## src/rtl/sysctl_pkg.sv

```systemverilog
package sysctl_pkg;
  typedef enum logic [1:0] {
    ARB_IDLE  = 2'd0,
    ARB_GRANT = 2'd1,
    ARB_OWNED = 2'd2
  } arb_state_e;
endpackage

```

## src/rtl/sysctl_rr_pick.sv

```systemverilog
module sysctl_rr_pick #(
  parameter int NLVL = 4,
  localparam int PW = $clog2(NLVL)
) (
  input  logic [NLVL-1:0] req,
  input  logic [PW-1:0]   start,
  output logic            found,
  output logic [PW-1:0]   pick
);
  logic [NLVL-1:0] rot;
  logic [PW-1:0]   off;

  for (genvar g = 0; g < NLVL; g++) begin : g_rot
    logic [PW-1:0] idx;
    assign idx    = start + PW'(g);
    assign rot[g] = req[idx];
  end

  always_comb begin
    off   = '0;
    found = 1'b0;
    for (int i = NLVL - 1; i >= 0; i--) begin
      if (rot[i]) begin
        off   = PW'(i);
        found = 1'b1;
      end
    end
    pick = start + off;
  end
endmodule

```

## src/rtl/sysctl_arb_fsm.sv

```systemverilog
module sysctl_arb_fsm
  import sysctl_pkg::*;
#(
  parameter int NLVL = 4,
  localparam int PW = $clog2(NLVL),
  localparam int SOLO_LVL = NLVL - 1
) (
  input  logic            clk,
  input  logic            rst_n,
  input  logic            en,
  input  logic            solo,
  input  logic [NLVL-1:0] req,
  input  logic            busy,
  output logic [NLVL-1:0] grant
);
  arb_state_e      st_q, st_d;
  logic [PW-1:0]   ptr_q, ptr_d;
  logic [PW-1:0]   own_q, own_d;
  logic [NLVL-1:0] grant_q, grant_d;
  logic [NLVL-1:0] elig;
  logic            hit;
  logic [PW-1:0]   win;

  assign elig = solo ? (req & (NLVL'(1) << SOLO_LVL)) : req;

  sysctl_rr_pick #(.NLVL(NLVL)) u_pick (
    .req   (elig),
    .start (ptr_q),
    .found (hit),
    .pick  (win)
  );

  always_comb begin
    st_d    = st_q;
    ptr_d   = ptr_q;
    own_d   = own_q;
    grant_d = grant_q;
    if (!en) begin
      st_d    = ARB_IDLE;
      grant_d = '0;
    end else begin
      unique case (st_q)
        ARB_IDLE: begin
          if (!busy && hit) begin
            st_d    = ARB_GRANT;
            own_d   = win;
            ptr_d   = win + PW'(1);
            grant_d = NLVL'(1) << win;
          end
        end
        ARB_GRANT: begin
          if (busy) begin
            st_d    = ARB_OWNED;
            grant_d = '0;
          end else if (!req[own_q]) begin
            st_d    = ARB_IDLE;
            grant_d = '0;
          end
        end
        ARB_OWNED: begin
          if (!busy) st_d = ARB_IDLE;
        end
        default: begin
          st_d    = ARB_IDLE;
          grant_d = '0;
        end
      endcase
    end
  end

  always_ff @(posedge clk or negedge rst_n) begin
    if (!rst_n) begin
      st_q    <= ARB_IDLE;
      ptr_q   <= '0;
      own_q   <= '0;
      grant_q <= '0;
    end else begin
      st_q    <= st_d;
      ptr_q   <= ptr_d;
      own_q   <= own_d;
      grant_q <= grant_d;
    end
  end

  assign grant = grant_q;


  grant_onehot_chk: assert property (@(posedge clk) disable iff (!rst_n)
    $onehot0(grant_q));


  busy_blocks_chk: assert property (@(posedge clk) disable iff (!rst_n)
    (st_q == ARB_IDLE && busy) |=> (grant_q == '0));


  grant_gap_chk: assert property (@(posedge clk) disable iff (!rst_n)
    (grant_q != '0) |=> (grant_q == '0 || grant_q == $past(grant_q)));


  solo_only_top_chk: assert property (@(posedge clk) disable iff (!rst_n)
    (st_q == ARB_IDLE && solo && en) |=> (grant_q[NLVL-2:0] == '0));
endmodule

```

## src/rtl/sysctl_bus_timer.sv

```systemverilog
module sysctl_bus_timer #(
  parameter int TW = 16
) (
  input  logic          clk,
  input  logic          rst_n,
  input  logic          en,
  input  logic [TW-1:0] tmo,
  input  logic          dstrb,
  input  logic          dack,
  output logic          err
);
  logic [TW-1:0] cnt_q, cnt_d, cnt_inc;
  logic          err_q, err_d;

  assign cnt_inc = cnt_q + TW'(1);

  always_comb begin
    cnt_d = cnt_q;
    err_d = err_q;
    if (!en || tmo == '0 || !dstrb) begin
      cnt_d = '0;
      err_d = 1'b0;
    end else if (dack) begin
      cnt_d = '0;
    end else if (!err_q) begin
      cnt_d = cnt_inc;
      if (cnt_inc == tmo) err_d = 1'b1;
    end
  end

  always_ff @(posedge clk or negedge rst_n) begin
    if (!rst_n) begin
      cnt_q <= '0;
      err_q <= 1'b0;
    end else begin
      cnt_q <= cnt_d;
      err_q <= err_d;
    end
  end

  assign err = err_q;


  err_held_chk: assert property (@(posedge clk) disable iff (!rst_n)
    (err_q && dstrb && en && tmo != '0) |=> err_q);


  zero_tmo_chk: assert property (@(posedge clk) disable iff (!rst_n)
    (tmo == '0) |=> !err_q);


  ack_no_err_chk: assert property (@(posedge clk) disable iff (!rst_n)
    (dack && !err_q) |=> !err_q);
endmodule

```

## src/rtl/sysctl_arb.sv

```systemverilog
module sysctl_arb #(
  parameter int NLVL = 4,
  parameter int TW = 16
) (
  input  logic            clk,
  input  logic            rst_n,
  input  logic            strap_en,
  input  logic            solo_mode,
  input  logic [NLVL-1:0] bus_req,
  input  logic            bus_busy,
  input  logic            local_rst,
  input  logic            dstrb,
  input  logic            dack,
  input  logic [TW-1:0]   tmo_cycles,
  output logic [NLVL-1:0] bus_grant,
  output logic            bp_reset,
  output logic            bus_err,
  output logic            ctl_on
);
  logic rst_fwd_q, rst_fwd_d;
  logic on_q;

  sysctl_arb_fsm #(.NLVL(NLVL)) u_fsm (
    .clk   (clk),
    .rst_n (rst_n),
    .en    (strap_en),
    .solo  (solo_mode),
    .req   (bus_req),
    .busy  (bus_busy),
    .grant (bus_grant)
  );

  sysctl_bus_timer #(.TW(TW)) u_tmr (
    .clk   (clk),
    .rst_n (rst_n),
    .en    (strap_en),
    .tmo   (tmo_cycles),
    .dstrb (dstrb),
    .dack  (dack),
    .err   (bus_err)
  );

  assign rst_fwd_d = strap_en & local_rst;

  always_ff @(posedge clk or negedge rst_n) begin
    if (!rst_n) begin
      rst_fwd_q <= 1'b0;
      on_q      <= 1'b0;
    end else begin
      rst_fwd_q <= rst_fwd_d;
      on_q      <= strap_en;
    end
  end

  assign bp_reset = rst_fwd_q;
  assign ctl_on   = on_q;


  rst_forward_chk: assert property (@(posedge clk) disable iff (!rst_n)
    (strap_en && local_rst) |=> bp_reset);


  strap_off_chk: assert property (@(posedge clk) disable iff (!rst_n)
    !strap_en |=> (bus_grant == '0 && !bp_reset && !bus_err && !ctl_on));
endmodule

```

## config.mk

```make
export PLATFORM = sky130hd
export DESIGN_NAME = sysctl_arb
export DESIGN_NICKNAME = d
export VERILOG_FILES = /design/src/rtl/sysctl_pkg.sv /design/src/rtl/sysctl_rr_pick.sv /design/src/rtl/sysctl_arb_fsm.sv /design/src/rtl/sysctl_bus_timer.sv /design/src/rtl/sysctl_arb.sv
export SDC_FILE = /design/constraint.sdc
export NUM_CORES = 1
export LEC_CHECK = 0
export BUFFER_PORTS_ARGS = -buffer_cell sky130_fd_sc_hd__buf_2
export CORE_UTILIZATION = 40
export DETAILED_ROUTE_END_ITERATION = 16
export GPL_TIMING_DRIVEN = 1
export SLEW_MARGIN = 10
export SYNTH_ARGS = -nofsm -noshare
export SYNTH_HDL_FRONTEND = slang
export SYNTH_HIERARCHICAL = 1
export SYNTH_SLANG_ARGS = --single-unit
export TNS_END_PERCENT = 100
```

## constraint.sdc

```tcl
create_clock -name clk -period 2.84 [get_ports clk]
set_input_delay 0.852 -clock clk [delete_from_list [all_inputs] [get_ports clk]]
set_output_delay 0.852 -clock clk [all_outputs]
set_load 0.05 [all_outputs]
```

==> results of run 1 <==
## per-layer routing
metal	wire length, um	GRT usage	up-vias
met5	0	0	-
met4	57	0.0641	0
met3	215	0.0425	5
met2	1910	0.258	34
met1	2270	0.277	803
li1	-	-	854
## cell type report
type                       instances  area share
clock buffer                       6      0.0300
clock inverter                     2     0.00413
inverter                           5     0.00775
multi-input combinational        173       0.520
sequential                        29       0.300
tap                               67      0.0346
timing repair buffer              45       0.104
## final timing paths
path / from / cells past startpoint / slack [ns] / end
hold reg to reg: u_fsm/grant[0] / 1 / 0.50 / u_fsm/grant[0]
hold / removal: u_fsm/grant[0] / 1 / 0.50 / u_fsm/grant[0]
setup / recovery: solo_mode / 12 / 0.19 / u_fsm/ptr_q[1]
setup reg to reg: u_fsm/ptr_q[1] / 10 / 0.62 / u_fsm/ptr_q[1]
min in group asynchronous: rst_n / 1 / 0.60 / u_tmr/err
max in group asynchronous: rst_n / 1 / 1.81 / u_tmr/cnt_q[3]
## sequential cells by signal, summed over array words and instances (netlist names)
name and cells:
bp_reset 1, ctl_on 1, u_fsm/grant 4, u_fsm/own_q 2, u_fsm/ptr_q 2, u_fsm/st_q 2, u_tmr/cnt_q 16, u_tmr/err 1
## cells by family after synthesis
| logic type | count (synthesis) | synth area share |
|---|---|---|
| buf+inv | 14 | 0.0282 |
| flops | 29 | 0.356 |
| mux | 11 | 0.0656 |
| simple gates | 95 | 0.263 |
| xor+xnor | 39 | 0.167 |
| compound gates | 22 | 0.0828 |
| fa+ha+maj | 6 | 0.0368 |
## worst max-delay path: stages
cell,delay (ns)
buf_2,0.11
nor2b_1,0.22
nor2_1,0.09
a2bb2oi_1,0.13
o211ai_1,0.19
o21a_1,0.15
ha_1,0.15
xnor2_1,0.13
xnor2_1,0.17
inv_1,0.09
ha_1,0.27
mux2_2,0.26
## stage by stage
step,area (um^2),total power (W),util,cells
after CTS,2420,0.00139,0.503,327
after global routing,2420,0.00148,0.503,327
after floorplan,2040,0.000870,-,216
final,2420,0.00137,0.503,327
after global placement,2340,0.00105,0.486,319
after detailed placement,2340,0.00106,0.486,319
## cells in the final DEF (no fill, tap or decap), types with 2 or more instances in the layout
| cell type | netlist | routed |
|---|---|---|
| inv_1 | 5 | 5 |
| xor2_1 | 14 | 14 |
| and3_1 | 5 | 5 |
| nand2_1 | 13 | 13 |
| xnor2_1 | 25 | 25 |
| mux2_2 | 5 | 5 |
| nand3_1 | 8 | 8 |
| a22o_2 | 4 | 4 |
| mux2i_1 | 4 | 4 |
| clkinv_2 | 0 | 2 |
| clkbuf_8 | 0 | 5 |
| a21oi_1 | 4 | 4 |
| dfrtp_1 | 29 | 29 |
| nor3_1 | 9 | 9 |
| nor2b_1 | 6 | 5 |
| nor4_1 | 9 | 9 |
| buf_4 | 0 | 11 |
| nand3b_1 | 2 | 2 |
| nor2_1 | 24 | 24 |
| o21ai_0 | 2 | 2 |
| a2bb2oi_1 | 2 | 2 |
| ha_1 | 6 | 6 |
| nand4_1 | 6 | 6 |
| buf_2 | 2 | 34 |
## power groups by stage
| stage | registers, W | logic [W] | clock network (W) |
|---|---|---|---|
| floorplan | 0.000565 | 0.000305 | 0 |
| global placement | 0.000523 | 0.000525 | 0 |
| detailed placement | 0.000526 | 0.000531 | 0 |
| CTS | 0.000519 | 0.000535 | 0.000339 |
| global route | 0.000531 | 0.000591 | 0.000356 |
| finish | 0.000518 | 0.000530 | 0.000322 |
==> impl_metrics.tcl, run 1 <==
set metrics [dict create \
    die_y_um 73.4 \
    synthArstFlopShare 1.00 \
    vias_per_cell 5.19 \
    cp_max_fo 4 \
    synth_most_common_cell "dfrtp_1" \
    worst_hold_path_type "reg -> reg" \
    drtIter0Drc 109 \
    fmax_mhz 378 \
    synthFlopType "dfrtp_1" \
    setup_viol 0 \
    crit_required_ns 3.00 \
    antenna_cells 0 \
    multiInputGateArea_um2 1260 \
    tritoncts "done" \
    port-buffer-count 34 \
    synth_top_area_cell "dfrtp_1" \
    yosysWarningCount 6 \
    cts.clk_slew.worst_paths_ns 0.06 \
    ir_worst_vdd_uv 301 \
    finalMaxSlewViolations 0 \
    synth_area_per_cell_um2 9.44 \
    register_area_um2 726 \
    antenna_found_initial 0 \
    power.internal_w 0.000889 \
    yosysTopAreaCellShare 0.356 \
    clock_latency_ns 0.28 \
    finalSetupTns_ns 0 \
    wl_per_cell_um 13.6 \
    ys_top_cells_by_count "29 x dfrtp_1, 25 x xnor2_1, 24 x nor2_1, 14 x xor2_1, 13 x nand2_1" \
    dp_worst_setup_slack_ns -0.0977 \
    ant_nets 0 \
    placementRows 25 \
    synth_area_leaders "dfrtp_1 36%, xnor2_1 11%, xor2_1 6.0%" \
    place.gp.congestion 0.830 \
    drc 0 \
    pin_count 35 \
    hold_buffers 0 \
    power_density_nw_per_um2 566 \
    drtPass1Iterations 4 \
    coreArea_um2 4820 \
    grt-ovfl-total 0 \
    die_w_um 73.4 \
    totalWireLength_um 4450 \
    cts_made_buffers 5 \
    worstSetupPathType "in -> reg" \
    hpwl_um 3380 \
    grt_max_degree 30 \
    maxCapViolCount 0 \
    start_util 0.423 \
    synth_edf_count 0 \
    syn_nets 250 \
    fill_cells 480 \
    first_global_vias 1551 \
    report.final.hold_viol_count 0 \
    cp-end-kind "flip-flop" \
    pwr-share-seq 0.378 \
    grt.total_usage 0.185 \
    synth_cell_types 48 \
    ys_seq_area_frac 0.356 \
    netSwitchingFraction 0.351 \
    synth-seq-cells 29 \
    h-tree-depth 2 \
    clock-sinks 29 \
    syn_inst 216 \
    clockBufferDepth 2 \
    cts_setup_buffers 0 \
    start_kind "primary input" \
    vias 1696 \
    final_net_count 293 \
    cts_root_buffer "clkbuf_8" \
    syn-cell-area_um2 2040 \
    rsz0062_at_grt "no" \
    holdWs_ns 0.498 \
    drive_above_1_share 0.277 \
    status "complete, no violations" \
    postCtsResizedCells 0 \
    final.period_utilization 0.933 \
    p_switching_w 0.000481 \
    leakage_nw 1.03 \
    finalCriticalPeriod_ns 2.65 \
    clockPowerShare 0.235 \
    arrival_ns 2.81 \
    grt_pass1_wl_um 7480 \
    layout_setup_ws_ns 0.192 \
    p_comb_frac 0.387 \
    syn_to_final_growth_pct 18.8 \
    finClkSkew_ns 0.00681 \
    relSlewSlack 0.562 \
    tightest_slew_ns 0.656 \
    die_area_um2 5390 \
]
(Power assumes the default switching activity.)
==> run 2: changes to the inputs <==
ABC_AREA = 1   (was default)
CORE_MARGIN = 2   (was default)
SYNTH_HIERARCHICAL = default   (was 1)
==> run 2 against run 1 <==
  * Sequential power up 3%
  * Count of clock-buffer cells in the layout is 1 lower
  * Sequential share of layout area fell by 0.67 points
  * Power is 27% higher
  * Maximum frequency rose by 13%
  * Largest cell class unchanged
  * Highest routed layer unchanged
==> impl_metrics.tcl, run 2 <==
set metrics [dict create \
    status "complete, no violations" \
    cts.clk_slew.worst_paths_ns 0.07 \
    synthFlopType "dfrtp_1" \
    worstSetupPathType "in -> reg" \
    syn-cell-area_um2 2110 \
    fmax_mhz 427 \
    synth-seq-cells 29 \
    synth_area_per_cell_um2 6.61 \
    largest_reg_flops 16 \
    layout_common_cells "101 x nand2_1, 44 x inv_1, 41 x nand3_1" \
    layout_setup_ws_ns 0.500 \
    grt-ovfl-total 0 \
    clock_latency_ns 0.28 \
    finalSetupTns_ns 0 \
    port-buffer-count 34 \
    clock-sinks 29 \
    drc 0 \
    synth_top_area_cell "dfrtp_1" \
    power_density_nw_per_um2 701 \
    antenna_found_initial 0 \
    yosysWarningCount 0 \
    cp-end-kind "flip-flop" \
    h-tree-depth 2 \
    first_global_vias 2023 \
    relSlewSlack 0.546 \
    largest-register "u_tmr.cnt_q" \
    start_kind "primary input" \
    start_util 0.413 \
    finalMaxSlewViolations 0 \
    grt.total_usage 0.188 \
    die_area_um2 5870 \
    synthArstFlopShare 1.00 \
    leakage_nw 1.25 \
    fill_cells 548 \
    hpwl_um 3950 \
    cts_root_buffer "clkbuf_8" \
    synth_most_common_cell "nand2_1" \
    drive_above_1_share 0.173 \
    vias 2125 \
    finClkSkew_ns 0.00480 \
    synth_edf_count 0 \
    placementRows 26 \
    dpl_cell_area_um2 2360 \
    clockBufferDepth 2 \
    syn_nets 349 \
    wl_per_cell_um 11.8 \
    drtPass1Iterations 4 \
    yosysTopAreaCellShare 0.344 \
    antenna_cells 0 \
    pin_count 35 \
    syn_inst 319 \
    arrival_ns 2.52 \
    grt_pass1_wl_um 9010 \
    ys_top_cells_by_count "101 x nand2_1, 44 x inv_1, 41 x nand3_1, 29 x dfrtp_1, 29 x nor2_1" \
    cts_made_buffers 5 \
    die_y_um 76.6 \
    synth_cell_types 29 \
    drtIter0Drc 131 \
    fin_area_um2 2480 \
    totalWireLength_um 5050 \
    hold_buffers 0 \
    worst_hold_path_type "reg -> reg" \
    place.gp.congestion 0.828 \
    synth_area_leaders "dfrtp_1 34%, nand2_1 18%, nand3_1 9.7%" \
    holdWs_ns 0.471 \
    grt_max_degree 30 \
    die_w_um 76.6 \
    final_common_cell "nand2_1" \
    postCtsResizedCells 0 \
    maxCapViolCount 0 \
    cts_setup_buffers 0 \
    final.period_utilization 0.824 \
    tritoncts "done" \
    report.final.hold_viol_count 0 \
    rsz0062_at_grt "no" \
    finalCriticalPeriod_ns 2.34 \
    tightest_slew_ns 0.681 \
    syn_to_final_growth_pct 17.4 \
    vias_per_cell 4.95 \
    setup_viol 0 \
    dp_worst_setup_slack_ns 0.219 \
    ir_worst_vdd_uv 657 \
    final_net_count 388 \
    ys_seq_area_frac 0.344 \
    ant_nets 0 \
    coreArea_um2 5110 \
    cp_max_fo 5 \
    crit_required_ns 3.02 \
]
run 2: cell types whose count changed in the layout (fill, tap and decap cells not counted), sizes merged, moves of 6 or more:
cell	change
nand2	+92
inv	+44
nand3	+35
xnor2	-23
o21ai	+16
o22ai	+13
buf	-10
nor2	+10
nor4	-10
xor2	-10
nor3	-7
mux2	-6
nor2b	-6
run 2: power by group:
part | switching [W] | total (W) | internal (W) | leakage [nW]
Clock | 0.000175 | 0.000438 | 0.000262 | 0.0543
Sequential | 0.0000593 | 0.000533 | 0.000474 | 0.392
Combinational | 0.000515 | 0.000765 | 0.000250 | 0.807
Total | 0.000750 | 0.00174 | 0.000986 | 1.25
run 2: layout make-up:
type                            count  area, um^2  area share
Timing Repair Buffer               35         178      0.0717
Tap cell                           70        87.6      0.0354
Clock inverter                      3        46.3      0.0187
Multi-Input combinational cell    238        1180       0.478
Inverter                           49         186      0.0753
Clock buffer                        5        68.8      0.0278
Sequential cell                    29         726       0.293
run 2: per-layer routing:
metal | track usage | part of all wire | vias up
li1 | - | - | 1112
met5 | 0 | 0 | -
met4 | 0.0509 | 0.0071 | 0
met2 | 0.301 | 0.44 | 50
met3 | 0.0344 | 0.047 | 5
met1 | 0.260 | 0.51 | 958
run 2: metrics by stage:
step / cells / utilization / total power [W]
3_3_place_gp: 421 / 0.463 / 0.00129
3_5_place_dp: 421 / 0.463 / 0.00131
2_1_floorplan: 319 / - / 0.00114
6_report: 429 / 0.485 / 0.00174
5_1_grt: 429 / 0.485 / 0.00188
4_1_cts: 429 / 0.485 / 0.00175
run 2: final timing paths:
kind	depth (start not counted)	slack [ns]	to	from
min in group asynchronous	1	0.60	ctl_on	rst_n
min reg2reg	2	0.47	u_fsm.grant[3]	u_fsm.grant[3]
max	14	0.50	u_fsm.grant[0]	solo_mode
max reg2reg	14	0.71	u_fsm.ptr_q[1]	u_fsm.ptr_q[0]
min	2	0.47	u_fsm.grant[3]	u_fsm.grant[3]
max in group asynchronous	1	1.79	u_tmr.cnt_q[14]	rst_n
run 2: worst max-delay path, cell delays in order:
cell	delay, ns
buf_2	0.10
inv_2	0.07
nand2_1	0.06
o21ai_0	0.22
o21ai_1	0.15
a21oi_1	0.16
nor2_1	0.06
ha_1	0.21
xor2_1	0.15
nand3b_1	0.20
nand2_2	0.12
inv_2	0.05
nand3_1	0.07
nand2_1	0.05
run 2: logic make-up after synthesis:
| family | count (synthesis) | synth area share |
|---|---|---|
| compound gates | 36 | 0.0979 |
| xor+xnor | 8 | 0.0498 |
| flops | 29 | 0.344 |
| simple gates | 192 | 0.402 |
| fa+ha+maj | 2 | 0.0119 |
| buf+inv | 52 | 0.0943 |
